<file path="src/rtl/pdma_pkg.sv">
// Shared types for the period-list playback sequencer.
package pdma_pkg;
    typedef enum logic [2:0] {
        S_IDLE,
        S_DREQ,
        S_DRSP,
        S_BWAIT,
        S_BREQ,
        S_BRSP,
        S_HALT
    } seq_state_t;
endpackage

</file>
<file path="src/rtl/pdma_seq_fsm.sv">
// Fetch controller: reads one descriptor, then issues bursts for that period
// until the position tracker reports the period complete or the stop point.
// Assumes in-order read beats and one outstanding request at a time.
module pdma_seq_fsm
    import pdma_pkg::*;
#(
    parameter int ADDR_W      = 32,
    parameter int DATA_W      = 32,
    parameter int LPTR_W      = 6,
    parameter int PPTR_W      = 16,
    parameter int ROOM_W      = 8,
    parameter int BURST_WORDS = 16,
    parameter int DESC_WORDS  = 2,
    parameter int CNT_W       = $clog2(BURST_WORDS + 1)
) (
    input  logic              clk,
    input  logic              rst_n,
    input  logic              run_en,
    input  logic [ADDR_W-1:0] list_base,
    input  logic [LPTR_W-1:0] list_ptr,
    input  logic [PPTR_W-1:0] in_ptr,
    input  logic [ROOM_W-1:0] fifo_room,
    input  logic              period_done,
    input  logic              stop_hit,
    output logic              rd_req,
    output logic [ADDR_W-1:0] rd_addr,
    output logic [CNT_W-1:0]  rd_words,
    input  logic              rd_ack,
    input  logic              rd_valid,
    input  logic [DATA_W-1:0] rd_data,
    output logic              fifo_wr,
    output logic [DATA_W-1:0] fifo_wdata,
    output logic [PPTR_W-1:0] period_size,
    output logic              start_pulse,
    output logic              active,
    output logic              halted
);
    localparam logic [CNT_W-1:0] LAST_BURST = CNT_W'(BURST_WORDS - 1);
    localparam logic [CNT_W-1:0] LAST_DESC  = CNT_W'(DESC_WORDS - 1);

    seq_state_t        st, st_nx;
    logic [CNT_W-1:0]  beat;
    logic [ADDR_W-1:0] period_addr;
    logic              room_ok;
    logic              burst_end;

    assign room_ok   = fifo_room >= ROOM_W'(BURST_WORDS);
    assign burst_end = (st == S_BRSP) && rd_valid && (beat == LAST_BURST);

    // Next-state selection for the descriptor/burst sequence
    always_comb begin
        st_nx = st;
        case (st)
            S_IDLE:  if (run_en) st_nx = S_DREQ;
            S_DREQ:  if (rd_ack) st_nx = S_DRSP;
            S_DRSP:  if (rd_valid && beat == LAST_DESC)
                         st_nx = run_en ? S_BWAIT : S_IDLE;
            S_BWAIT: begin
                if (!run_en)      st_nx = S_IDLE;
                else if (room_ok) st_nx = S_BREQ;
            end
            S_BREQ:  if (rd_ack) st_nx = S_BRSP;
            S_BRSP:  if (burst_end) begin
                if (stop_hit)         st_nx = S_HALT;
                else if (!run_en)     st_nx = S_IDLE;
                else if (period_done) st_nx = S_DREQ;
                else                  st_nx = S_BWAIT;
            end
            S_HALT:  if (!run_en) st_nx = S_IDLE;
            default: st_nx = S_IDLE;
        endcase
    end

    // State register
    always_ff @(posedge clk) begin
        if (!rst_n) st <= S_IDLE;
        else        st <= st_nx;
    end

    // Beat counter within the current response
    always_ff @(posedge clk) begin
        if (!rst_n)
            beat <= '0;
        else if (rd_ack)
            beat <= '0;
        else if (rd_valid && (st == S_DRSP || st == S_BRSP))
            beat <= beat + 1'b1;
    end

    // Capture descriptor words: address then size in the upper halfword
    always_ff @(posedge clk) begin
        if (!rst_n) begin
            period_addr <= '0;
            period_size <= '0;
        end else if (st == S_DRSP && rd_valid) begin
            if (beat == '0) period_addr <= rd_data[ADDR_W-1:0];
            else            period_size <= rd_data[DATA_W-1 -: PPTR_W];
        end
    end

    // Request port drive
    always_comb begin
        rd_req   = (st == S_DREQ) || (st == S_BREQ);
        rd_addr  = (st == S_DREQ) ? list_base + ADDR_W'(list_ptr)
                                  : period_addr + ADDR_W'(in_ptr);
        rd_words = (st == S_DREQ) ? CNT_W'(DESC_WORDS) : CNT_W'(BURST_WORDS);
    end

    assign fifo_wr     = (st == S_BRSP) && rd_valid;
    assign fifo_wdata  = rd_data;
    assign start_pulse = (st == S_IDLE) && run_en;
    assign active      = (st != S_IDLE);
    assign halted      = (st == S_HALT);


    req_hold_chk: assert property (@(posedge clk) disable iff (!rst_n)
        rd_req && !rd_ack |=> rd_req && $stable(rd_addr) && $stable(rd_words));

    room_gate_chk: assert property (@(posedge clk) disable iff (!rst_n)
        $rose(rd_req) && rd_words == CNT_W'(BURST_WORDS) |-> $past(fifo_room) >= ROOM_W'(BURST_WORDS));

    halt_quiet_chk: assert property (@(posedge clk) disable iff (!rst_n)
        halted |-> !rd_req && !fifo_wr);
endmodule

</file>
<file path="src/rtl/pdma_pos_track.sv">
// Position tracker: keeps the in-period byte count and the entry offset,
// flags the write that completes a period or reaches the stop address, and
// emits registered period/buffer event pulses aligned with the pointers.
// Assumes period sizes are nonzero multiples of the burst size.
module pdma_pos_track #(
    parameter int LPTR_W  = 6,
    parameter int PPTR_W  = 16,
    parameter int WORD_B  = 4,
    parameter int ENTRY_B = 8
) (
    input  logic              clk,
    input  logic              rst_n,
    input  logic              start,
    input  logic              wr,
    input  logic [PPTR_W-1:0] period_size,
    input  logic [LPTR_W-1:0] last_off,
    input  logic [PPTR_W-1:0] end_addr,
    input  logic              stop_en,
    output logic [PPTR_W-1:0] in_ptr,
    output logic [LPTR_W-1:0] list_ptr,
    output logic              period_done,
    output logic              stop_hit,
    output logic              ev_half_period,
    output logic              ev_full_period,
    output logic              ev_half_buffer,
    output logic              ev_full_buffer
);
    localparam int SH    = $clog2(ENTRY_B);
    localparam int IDX_W = LPTR_W - SH;

    logic [PPTR_W-1:0] in_inc;
    logic [IDX_W:0]    n_entries;
    logic [IDX_W-1:0]  half_idx;
    logic              at_last;

    assign in_inc      = in_ptr + PPTR_W'(WORD_B);
    assign period_done = wr && (in_inc == period_size);
    assign stop_hit    = wr && stop_en && (in_inc == end_addr);
    assign at_last     = (list_ptr == last_off);
    assign n_entries   = {1'b0, last_off[LPTR_W-1:SH]} + 1'b1;
    assign half_idx    = IDX_W'((n_entries >> 1) - 1'b1);

    // In-period byte counter
    always_ff @(posedge clk) begin
        if (!rst_n || start) in_ptr <= '0;
        else if (wr)         in_ptr <= period_done ? '0 : in_inc;
    end

    // Entry offset with wrap after the last entry
    always_ff @(posedge clk) begin
        if (!rst_n || start)  list_ptr <= '0;
        else if (period_done) list_ptr <= at_last ? '0 : list_ptr + LPTR_W'(ENTRY_B);
    end

    // Event pulses, registered to line up with the updated pointers
    always_ff @(posedge clk) begin
        if (!rst_n) begin
            ev_half_period <= 1'b0;
            ev_full_period <= 1'b0;
            ev_half_buffer <= 1'b0;
            ev_full_buffer <= 1'b0;
        end else begin
            ev_half_period <= wr && (in_inc == (period_size >> 1));
            ev_full_period <= period_done;
            ev_half_buffer <= period_done && (list_ptr[LPTR_W-1:SH] == half_idx);
            ev_full_buffer <= period_done && at_last;
        end
    end


    fullbuf_wrap_chk: assert property (@(posedge clk) disable iff (!rst_n)
        ev_full_buffer |-> ev_full_period && list_ptr == '0);

    halfbuf_edge_chk: assert property (@(posedge clk) disable iff (!rst_n)
        ev_half_buffer |-> ev_full_period);

    period_wrap_chk: assert property (@(posedge clk) disable iff (!rst_n)
        ev_full_period |-> in_ptr == '0);

    halfp_pos_chk: assert property (@(posedge clk) disable iff (!rst_n)
        ev_half_period |-> in_ptr == (period_size >> 1));
endmodule

</file>
<file path="src/rtl/pdma_xrun_mon.sv">
// Underrun monitor: arms on the first FIFO write of a run and latches a
// sticky flag if the FIFO reports empty while the run is still active.
module pdma_xrun_mon (
    input  logic clk,
    input  logic rst_n,
    input  logic start,
    input  logic wr,
    input  logic active,
    input  logic fifo_empty,
    output logic underrun
);
    logic primed;

    // Arm after the first word of a run
    always_ff @(posedge clk) begin
        if (!rst_n || start) primed <= 1'b0;
        else if (wr)         primed <= 1'b1;
    end

    // Sticky underrun flag
    always_ff @(posedge clk) begin
        if (!rst_n || start)                   underrun <= 1'b0;
        else if (active && primed && fifo_empty) underrun <= 1'b1;
    end


    xrun_cause_chk: assert property (@(posedge clk) disable iff (!rst_n)
        $rose(underrun) |-> $past(fifo_empty) && $past(active));
endmodule

</file>
<file path="src/rtl/pdma_seq_top.sv">
// Period-list playback DMA sequencer top: joins the fetch controller, the
// position tracker and the underrun monitor for one playback channel.
// Assumes the start field carries one bit per channel and CHAN selects ours.
module pdma_seq_top #(
    parameter int ADDR_W      = 32,
    parameter int DATA_W      = 32,
    parameter int NCH         = 4,
    parameter int CHAN        = 0,
    parameter int LPTR_W      = 6,
    parameter int PPTR_W      = 16,
    parameter int ROOM_W      = 8,
    parameter int BURST_BYTES = 64,
    parameter int ENTRY_B     = 8,
    parameter int WORD_B      = DATA_W / 8,
    parameter int BURST_WORDS = BURST_BYTES / WORD_B,
    parameter int CNT_W       = $clog2(BURST_WORDS + 1)
) (
    input  logic              clk,
    input  logic              rst_n,
    input  logic [NCH-1:0]    start_mask,
    input  logic [ADDR_W-1:0] list_base,
    input  logic [DATA_W-1:0] list_last,
    input  logic [PPTR_W:0]   end_cfg,
    output logic              rd_req,
    output logic [ADDR_W-1:0] rd_addr,
    output logic [CNT_W-1:0]  rd_words,
    input  logic              rd_ack,
    input  logic              rd_valid,
    input  logic [DATA_W-1:0] rd_data,
    input  logic [ROOM_W-1:0] fifo_room,
    input  logic              fifo_empty,
    output logic              fifo_wr,
    output logic [DATA_W-1:0] fifo_wdata,
    output logic [LPTR_W-1:0] list_ptr,
    output logic [PPTR_W-1:0] in_ptr,
    output logic              ev_half_period,
    output logic              ev_full_period,
    output logic              ev_half_buffer,
    output logic              ev_full_buffer,
    output logic              active,
    output logic              halted,
    output logic              underrun
);
    localparam int DESC_WORDS = ENTRY_B / WORD_B;

    logic              run_en;
    logic              start_pulse;
    logic              period_done;
    logic              stop_hit;
    logic [PPTR_W-1:0] period_size;

    assign run_en = start_mask[CHAN];

    pdma_seq_fsm #(
        .ADDR_W(ADDR_W), .DATA_W(DATA_W), .LPTR_W(LPTR_W), .PPTR_W(PPTR_W),
        .ROOM_W(ROOM_W), .BURST_WORDS(BURST_WORDS), .DESC_WORDS(DESC_WORDS),
        .CNT_W(CNT_W)
    ) u_fsm (
        .clk(clk), .rst_n(rst_n), .run_en(run_en), .list_base(list_base),
        .list_ptr(list_ptr), .in_ptr(in_ptr), .fifo_room(fifo_room),
        .period_done(period_done), .stop_hit(stop_hit),
        .rd_req(rd_req), .rd_addr(rd_addr), .rd_words(rd_words),
        .rd_ack(rd_ack), .rd_valid(rd_valid), .rd_data(rd_data),
        .fifo_wr(fifo_wr), .fifo_wdata(fifo_wdata), .period_size(period_size),
        .start_pulse(start_pulse), .active(active), .halted(halted)
    );

    pdma_pos_track #(
        .LPTR_W(LPTR_W), .PPTR_W(PPTR_W), .WORD_B(WORD_B), .ENTRY_B(ENTRY_B)
    ) u_pos (
        .clk(clk), .rst_n(rst_n), .start(start_pulse), .wr(fifo_wr),
        .period_size(period_size), .last_off(list_last[16 +: LPTR_W]),
        .end_addr(end_cfg[PPTR_W-1:0]), .stop_en(end_cfg[PPTR_W]),
        .in_ptr(in_ptr), .list_ptr(list_ptr), .period_done(period_done),
        .stop_hit(stop_hit), .ev_half_period(ev_half_period),
        .ev_full_period(ev_full_period), .ev_half_buffer(ev_half_buffer),
        .ev_full_buffer(ev_full_buffer)
    );

    pdma_xrun_mon u_xrun (
        .clk(clk), .rst_n(rst_n), .start(start_pulse), .wr(fifo_wr),
        .active(active), .fifo_empty(fifo_empty), .underrun(underrun)
    );
endmodule

</file>
<file path="config.mk">
export PLATFORM = sky130hd
export DESIGN_NAME = pdma_seq_top
export DESIGN_NICKNAME = d
export VERILOG_FILES = /design/src/rtl/pdma_pkg.sv /design/src/rtl/pdma_seq_fsm.sv /design/src/rtl/pdma_pos_track.sv /design/src/rtl/pdma_xrun_mon.sv /design/src/rtl/pdma_seq_top.sv
export SDC_FILE = /design/constraint.sdc
export NUM_CORES = 1
export LEC_CHECK = 0
export ABC_AREA = 1
export BUFFER_PORTS_ARGS = -buffer_cell sky130_fd_sc_hd__buf_2
export CORE_ASPECT_RATIO = 1.4
export CORE_MARGIN = 4
export CORE_UTILIZATION = 47
export CTS_CLUSTER_SIZE = 28
export DETAILED_ROUTE_END_ITERATION = 12
export GPL_TIMING_DRIVEN = 0
export PLACE_DENSITY = 0.79
export SLEW_MARGIN = 0
export SYNTH_ARGS = -nofsm -noshare
export SYNTH_HDL_FRONTEND = slang
export SYNTH_SLANG_ARGS = --single-unit
</file>
<file path="constraint.sdc">
create_clock -name clk -period 2.1 [get_ports clk]
set_input_delay 0.21 -clock clk [delete_from_list [all_inputs] [get_ports clk]]
set_output_delay 0.21 -clock clk [all_outputs]
set_load 0.005 [all_outputs]
</file>
==> flow_metrics.tcl, run 1 <==
set metrics [dict create \
    outcome "complete, but fails checks" \
    violations "negative setup slack" \
    num-nets-final 1520 \
    worst_setup_path_start_kind "flop" \
    grt_use_total 0.300 \
    finalSetupViolations 50 \
    grt_first_pass_wirelength_mm 38.5 \
    post_drt_wl_per_cell_um 17.2 \
    antenna_found_initial 0 \
    path_clk_slew_ns 0.06 \
    postLayoutCellArea_um2 10100 \
    ant_nets 0 \
    clk_path_buf_depth 2 \
    syn_inst 1073 \
    r2r-end "u_pos.in_ptr[10]" \
    crit_type "flop to output pin" \
    p_leak_nw 4.76 \
    core_um2 13900 \
    io_pins 230 \
    peakVddDrop_v 0.000483 \
    port_buffers 188 \
    worst-endpoint-required_ns 1.89 \
    diodes 0 \
    globalplace.congestion 0.963 \
    hpwlAfterDp_mm 18.1 \
    htreeDepth 3 \
    yosysUniqueCellTypes 48 \
    die_area_um2 16100 \
    first_global_vias 8041 \
    rows 51 \
    start_util 0.478 \
    synth_warnings 0 \
    route.met2.wl_mm 13.6 \
    slew_viol_final 0 \
    finalClockSkew_ns 0.00709 \
    dieWidth_um 108 \
    slew_headroom 0.581 \
    rrSetupSlack_ns -0.27 \
    synth_seq_area_share 0.238 \
    synth_edf_count 0 \
    timing.rr.start "u_pos.in_ptr[3]" \
    ys_ff_latch 79 \
    synth_common_cells "nand2_1 (238), nor2_1 (141), inv_1 (122)" \
    critPathCaptureType "output pin" \
    finalHoldViolations 0 \
    worst_slew_pin_slew_ns 0.628 \
    rsz0062_at_grt "true" \
    yosysTopAreaCell "dfxtp_1" \
    route.detailed.drc 0 \
    syn_area_per_cell_um2 6.19 \
    via_per_inst 5.58 \
    hp-class "input port to flop" \
    ys_top_cells_by_area "dfxtp_1 (24%), nand2_1 (13%), nor2_1 (8.0%), inv_1 (6.9%), o21ai_0 (6.3%)" \
    dpl_cell_area_um2 7870 \
    wl_met3_mm 2.06 \
    highest_layer "met4" \
    vias 8671 \
    layout_min_cycle_time_ns 2.64 \
    yosysTopAreaCellShare 0.238 \
    hold_end "u_fsm.period_addr[10]" \
    clkSinkCount 79 \
    hold_depth 3 \
    setup-tns-final_ns -14.36 \
    yosys.cell_count.top_type "nand2_1" \
    drtPass1Iterations 6 \
    cts_buffers 9 \
    worstHoldStart "rd_data[10]" \
    grt_max_degree 14 \
    synthFlopType "dfxtp_1" \
    cts_tree "yes" \
    worstRegToRegCells 17 \
    maxCapViolCount 0 \
    clk-insertion-delay-late_ns 0.35 \
    drt_wl_total_mm 26.8 \
    area_growth_pct 51.9 \
    critPathArrivalTime_ns 2.43 \
    initialDrtViolationCount 793 \
    power_density_nw_per_um2 531 \
    min_period_over_period 1.26 \
    worst_slack_ns -0.538 \
    fmax_mhz 379 \
    hold_buffers 0 \
    wl_met1_mm 9.52 \
    cp_max_fo 4 \
    cts-root-buf "clkbuf_16" \
    synth_area_um2 6640 \
    grt_overflow 0 \
    die_y_um 149 \
    drive_gt1_frac 0.428 \
    async_flop_share 0 \
]
cells by family after synthesis:
group,synth area share
other,0.000565
AOI/OAI and AO/OA,0.147
and+or+nand+nor,0.361
xor gates and xnor gates,0.0701
adders and majority gates,0.0471
buffers and inverters,0.136
DFF,0.238
power by group:
part / total, mW / internal [mW] / leakage [nW] / switching (mW)
combinational: 2.02 / 0.836 / 3.96 / 1.18
sequential: 1.74 / 1.60 / 0.654 / 0.138
clock: 1.61 / 0.949 / 0.149 / 0.658
worst max path at each step:
| stage | slack, ns | depth (start not counted) | startpoint | end |
|---|---|---|---|---|
| 4_1_cts | -0.53 | 16 | u_pos.list_ptr[4] | rd_addr[21] |
| 6_report | -0.54 | 11 | u_pos.in_ptr[13] | rd_addr[31] |
| 5_1_grt | -0.65 | 14 | u_pos.in_ptr[5] | rd_addr[30] |
| 3_5_place_dp | -0.63 | 14 | u_pos.list_ptr[4] | rd_addr[29] |
| 3_3_place_gp | -0.63 | 14 | u_pos.list_ptr[4] | rd_addr[29] |
| 2_1_floorplan | -0.03 | 15 | u_pos.list_ptr[4] | rd_addr[21] |
state kept, by name (all words and copies together), names as in the netlist:
name and cells:
u_fsm.beat 5, u_fsm.period_addr 32, u_fsm.period_size 16, u_fsm.st 3
u_pos.ev_full_buffer 1, u_pos.ev_full_period 1, u_pos.ev_half_buffer 1, u_pos.ev_half_period 1
u_pos.in_ptr 14, u_pos.list_ptr 3, u_xrun.primed 1, u_xrun.underrun 1
per-layer routing:
metal | global-route usage | up-vias
li1 | - | 4048
met1 | 0.331 | 3976
met5 | 0 | -
met4 | 0.172 | 0
met3 | 0.0395 | 134
met2 | 0.543 | 513
through the flow:
step	cells	hold WS, ns	setup WS, ns	util	total power [mW]
3_3_place_gp	1453	0.449	-0.626	0.565	3.35
5_1_grt	1554	0.110	-0.651	0.725	5.61
4_1_cts	1539	0.107	-0.529	0.677	5.13
2_1_floorplan	1080	0.345	-0.0302	-	2.66
6_report	1554	0.113	-0.538	0.725	5.36
3_5_place_dp	1453	0.458	-0.635	0.565	3.37
worst max-delay path, stage by stage (launching register included):
cell and delay (ns):
dfxtp_4 0.36, ha_4 0.30, nand2_1 0.08, o21ai_0 0.35
a21oi_1 0.12, nand2_1 0.14, nand3_1 0.07, o21ai_1 0.11
xor2_1 0.24, nand2_1 0.09, o21ai_1 0.09, buf_2 0.12
placed cells by master, fill, tap and decap left out, drive strengths merged:
cell / n
a21boi: 1
o221ai: 2
nand3: 76
a22o: 1
o2111ai: 1
xnor3: 2
and3: 1
inv: 126
nor3b: 4
ha: 25
buf: 320
nand4: 20
a31o: 1
dfxtp: 79
nor4: 8
a41oi: 1
nor2: 154
clkbuf: 31
o31ai: 5
a21oi: 71
o21ai: 87
o21bai: 3
clkinvlp: 1
o21a: 2
nand2: 253
xnor2: 24
a31oi: 2
clkinv: 4
nand3b: 6
o211ai: 1
a211oi: 1
conb: 8
bufinv: 1
nor3: 19
o22ai: 3
or2: 1
xor2: 24
timing repair:
item	CTS	global route
cloned	2	0
pin swaps	70	86
gates resized for setup	196	167
endpoints found under the setup margin	63	91
buffers inserted	76	29
layout make-up:
| cell class | instances | area, um2 |
|---|---|---|
| Multi-Input combinational cell | 807 | 5230 |
| Fill cell | 1065 | 3820 |
| Timing Repair Buffer | 275 | 1710 |
| Sequential cell | 79 | 1650 |
| Inverter | 127 | 502 |
| Buffer | 66 | 475 |
| Clock buffer | 10 | 239 |
| Tap cell | 185 | 231 |
| Clock inverter | 5 | 57.6 |
Power figures use the tool's default switching activity.
==> inputs of run 2 (changes only) <==
--- a/config.mk
+++ b/config.mk
@@ -7,7 +7,7 @@
 export LEC_CHECK = 0
 export ABC_AREA = 1
 export BUFFER_PORTS_ARGS = -buffer_cell sky130_fd_sc_hd__buf_2
-export CORE_ASPECT_RATIO = 1.4
+export CORE_ASPECT_RATIO = 0.9
 export CORE_MARGIN = 4
 export CORE_UTILIZATION = 47
 export CTS_CLUSTER_SIZE = 28
==> constraint.sdc (replaced) <==
create_clock -name clk -period 2.1 [get_ports clk]
set_input_delay 0.105 -clock clk [delete_from_list [all_inputs] [get_ports clk]]
set_output_delay 0.105 -clock clk [all_outputs]
set_load 0.005 [all_outputs]
==> run 2 against run 1 <==
Against the previous run: the flow still finishes with violations (negative setup slack); cell count is 0.97% lower; sequential cell count stayed put; combinational power is 7% lower; core utilization is 2.4 points lower; sequential share of layout area is 0.79 points higher; clock power hardly changed.
==> flow_metrics.tcl, run 2 (synthesis gave the netlist of run 1 again) <==
set metrics [dict create \
    outcome "complete, but fails checks" \
    violations "negative setup slack" \
    crit_family "buffers and inverters" \
    combPwrFrac 0.360 \
    dieWidth_um 133 \
    worst-endpoint-required_ns 2.00 \
    ant_nets 0 \
    core_um2 13600 \
    grt_max_degree 15 \
    layout_common_cells "nand2_1 (210), buf_2 (188), nor2_1 (119)" \
    swShare 0.362 \
    finalSetupViolations 47 \
    hold_end "u_fsm.period_addr[4]" \
    cp_max_fo 5 \
    crit_type "flop to output pin" \
    internal_power_mw 3.34 \
    cts_tree "yes" \
    rsz0062_at_grt "true" \
    fmax_mhz 392 \
    cp.depth 15 \
    path_buf_inv 10 \
    reg.largest.list "u_fsm.period_addr: 32 flops, u_fsm.period_size: 16 flops, u_pos.in_ptr: 14 flops" \
    clk-insertion-delay-late_ns 0.34 \
    hold_depth 3 \
    initialDrtViolationCount 844 \
    antenna_found_initial 0 \
    area_growth_pct 43.8 \
    min_period_over_period 1.21 \
    num-nets-final 1500 \
    timing.rr.start "u_pos.in_ptr[3]" \
    slew_headroom 0.631 \
    setup-tns-final_ns -11.45 \
    critPathMaxStageDelay_ns 0.37 \
    grt_first_pass_wirelength_mm 36.1 \
    layout_min_cycle_time_ns 2.55 \
    globalplace.congestion 0.985 \
    drt_wl_total_mm 24.6 \
    power_density_nw_per_um2 547 \
    critPathCaptureType "output pin" \
    final_core_util 0.702 \
    holdWs_ns 0.0138 \
    maxCapViolCount 0 \
    path_clk_slew_ns 0.06 \
    vias 8278 \
    rows 40 \
    crit_top_cell "buf_4" \
    clk_path_buf_depth 2 \
    cts_buffers 9 \
    p_leak_nw 4.48 \
    worstHoldStart "rd_data[4]" \
    grt_use_total 0.277 \
    cpMaxStageDelayCell "dfxtp_4" \
    dpl.cell_count 1457 \
    rrSetupSlack_ns -0.25 \
    power.total_mw 5.22 \
    worstRegToRegCells 18 \
    clkSinkCount 79 \
    stdcell_count 1539 \
    hp-class "input port to flop" \
    drive_gt1_frac 0.376 \
    io_pins 230 \
    finalHoldViolations 0 \
    cts-root-buf "clkbuf_16" \
    drtPass1Iterations 6 \
    port_buffers 188 \
    via_per_inst 5.38 \
    pre_cts_ws_ns -0.556 \
    grt_overflow 0 \
    finalClockSkew_ns 0.00483 \
    largest_reg_flops 32 \
    start_util 0.488 \
    worst_slack_ns -0.449 \
    worst_setup_path_start_kind "flop" \
    htreeDepth 3 \
    p_switching_mw 1.89 \
    postLayoutCellArea_um2 9550 \
    clock_power_share 0.309 \
    peakVddDrop_v 0.000463 \
    critPathArrivalTime_ns 2.44 \
    post_drt_wl_per_cell_um 16.0 \
    num-fill-cells 1113 \
    die_area_um2 16100 \
    route.detailed.drc 0 \
    worst_slew_pin_slew_ns 0.553 \
    hpwlAfterDp_mm 17.6 \
    slew_viol_final 0 \
    regArea_um2 1640 \
    cp_cell_sequence "ha_2, nand2_4, nand2_4, buf_4, buf_4, buf_4, buf_4, buf_4, buf_4, buf_4, buf_4, buf_4, nor2_2, o22ai_1, buf_2" \
    hold_buffers 0 \
    largest_register "u_fsm.period_addr" \
    final_common_cell "nand2_1" \
    diodes 0 \
    first_global_vias 7178 \
    r2r-end "u_pos.in_ptr[3]" \
    multi_input_area_um2 4910 \
    pwr-share-seq 0.331 \
    dpl_cell_area_um2 7850 \
    die_y_um 121 \
]
run 2: changes by cell type in the layout (fill, tap and decap cells not counted), sizes merged:
cell / before / now
clkbuf: 31 / 32
buf: 320 / 300
run 2: timing repair:
item                                    4_1_cts  5_1_grt
pin swaps                                    35       58
cloned                                        0        2
resized for setup                           129      120
endpoints found under the setup margin       73       94
buffers inserted                             35       31
endpoints found under the hold margin         0        0
run 2: cell type report:
class | instances | area share
clock buffers | 11 | 0.0254
flip-flops and latches | 79 | 0.172
clock inverters | 5 | 0.00681
repair buffers | 254 | 0.158
multi-input cells | 807 | 0.514
plain buffers | 67 | 0.0486
well taps | 189 | 0.0248
inverters | 127 | 0.0515
run 2: worst max-delay path by stage:
| stage | from | end |
|---|---|---|
| 2_1_floorplan | u_pos.in_ptr[3] | rd_addr[25] |
| 3_3_place_gp | u_pos.in_ptr[3] | rd_addr[25] |
| 3_5_place_dp | u_pos.in_ptr[3] | rd_addr[25] |
| 4_1_cts | u_pos.in_ptr[3] | rd_addr[30] |
| 5_1_grt | u_pos.list_ptr[4] | rd_addr[24] |
| 6_report | u_pos.list_ptr[3] | rd_addr[5] |
run 2: power groups by stage:
stage	sequential [mW]	combinational [mW]	clock (mW)
after detailed placement	1.74	1.63	0
final	1.73	1.88	1.61
after floorplan	1.72	0.936	0
after CTS	1.72	1.74	1.62
after global routing	1.74	2.07	1.70
after global placement	1.74	1.61	0
run 2: layer usage:
metal | wire [um] | global-route usage
met2 | 11400 | 0.452
met4 | 566 | 0.0668
met1 | 10200 | 0.379
met5 | 0 | 0
met3 | 2470 | 0.0553
run 2: tightest hold or removal path, cell delays in order:
cell	delay, ns
buf_2	0.09
nor2_1	0.04
nor2_1	0.08
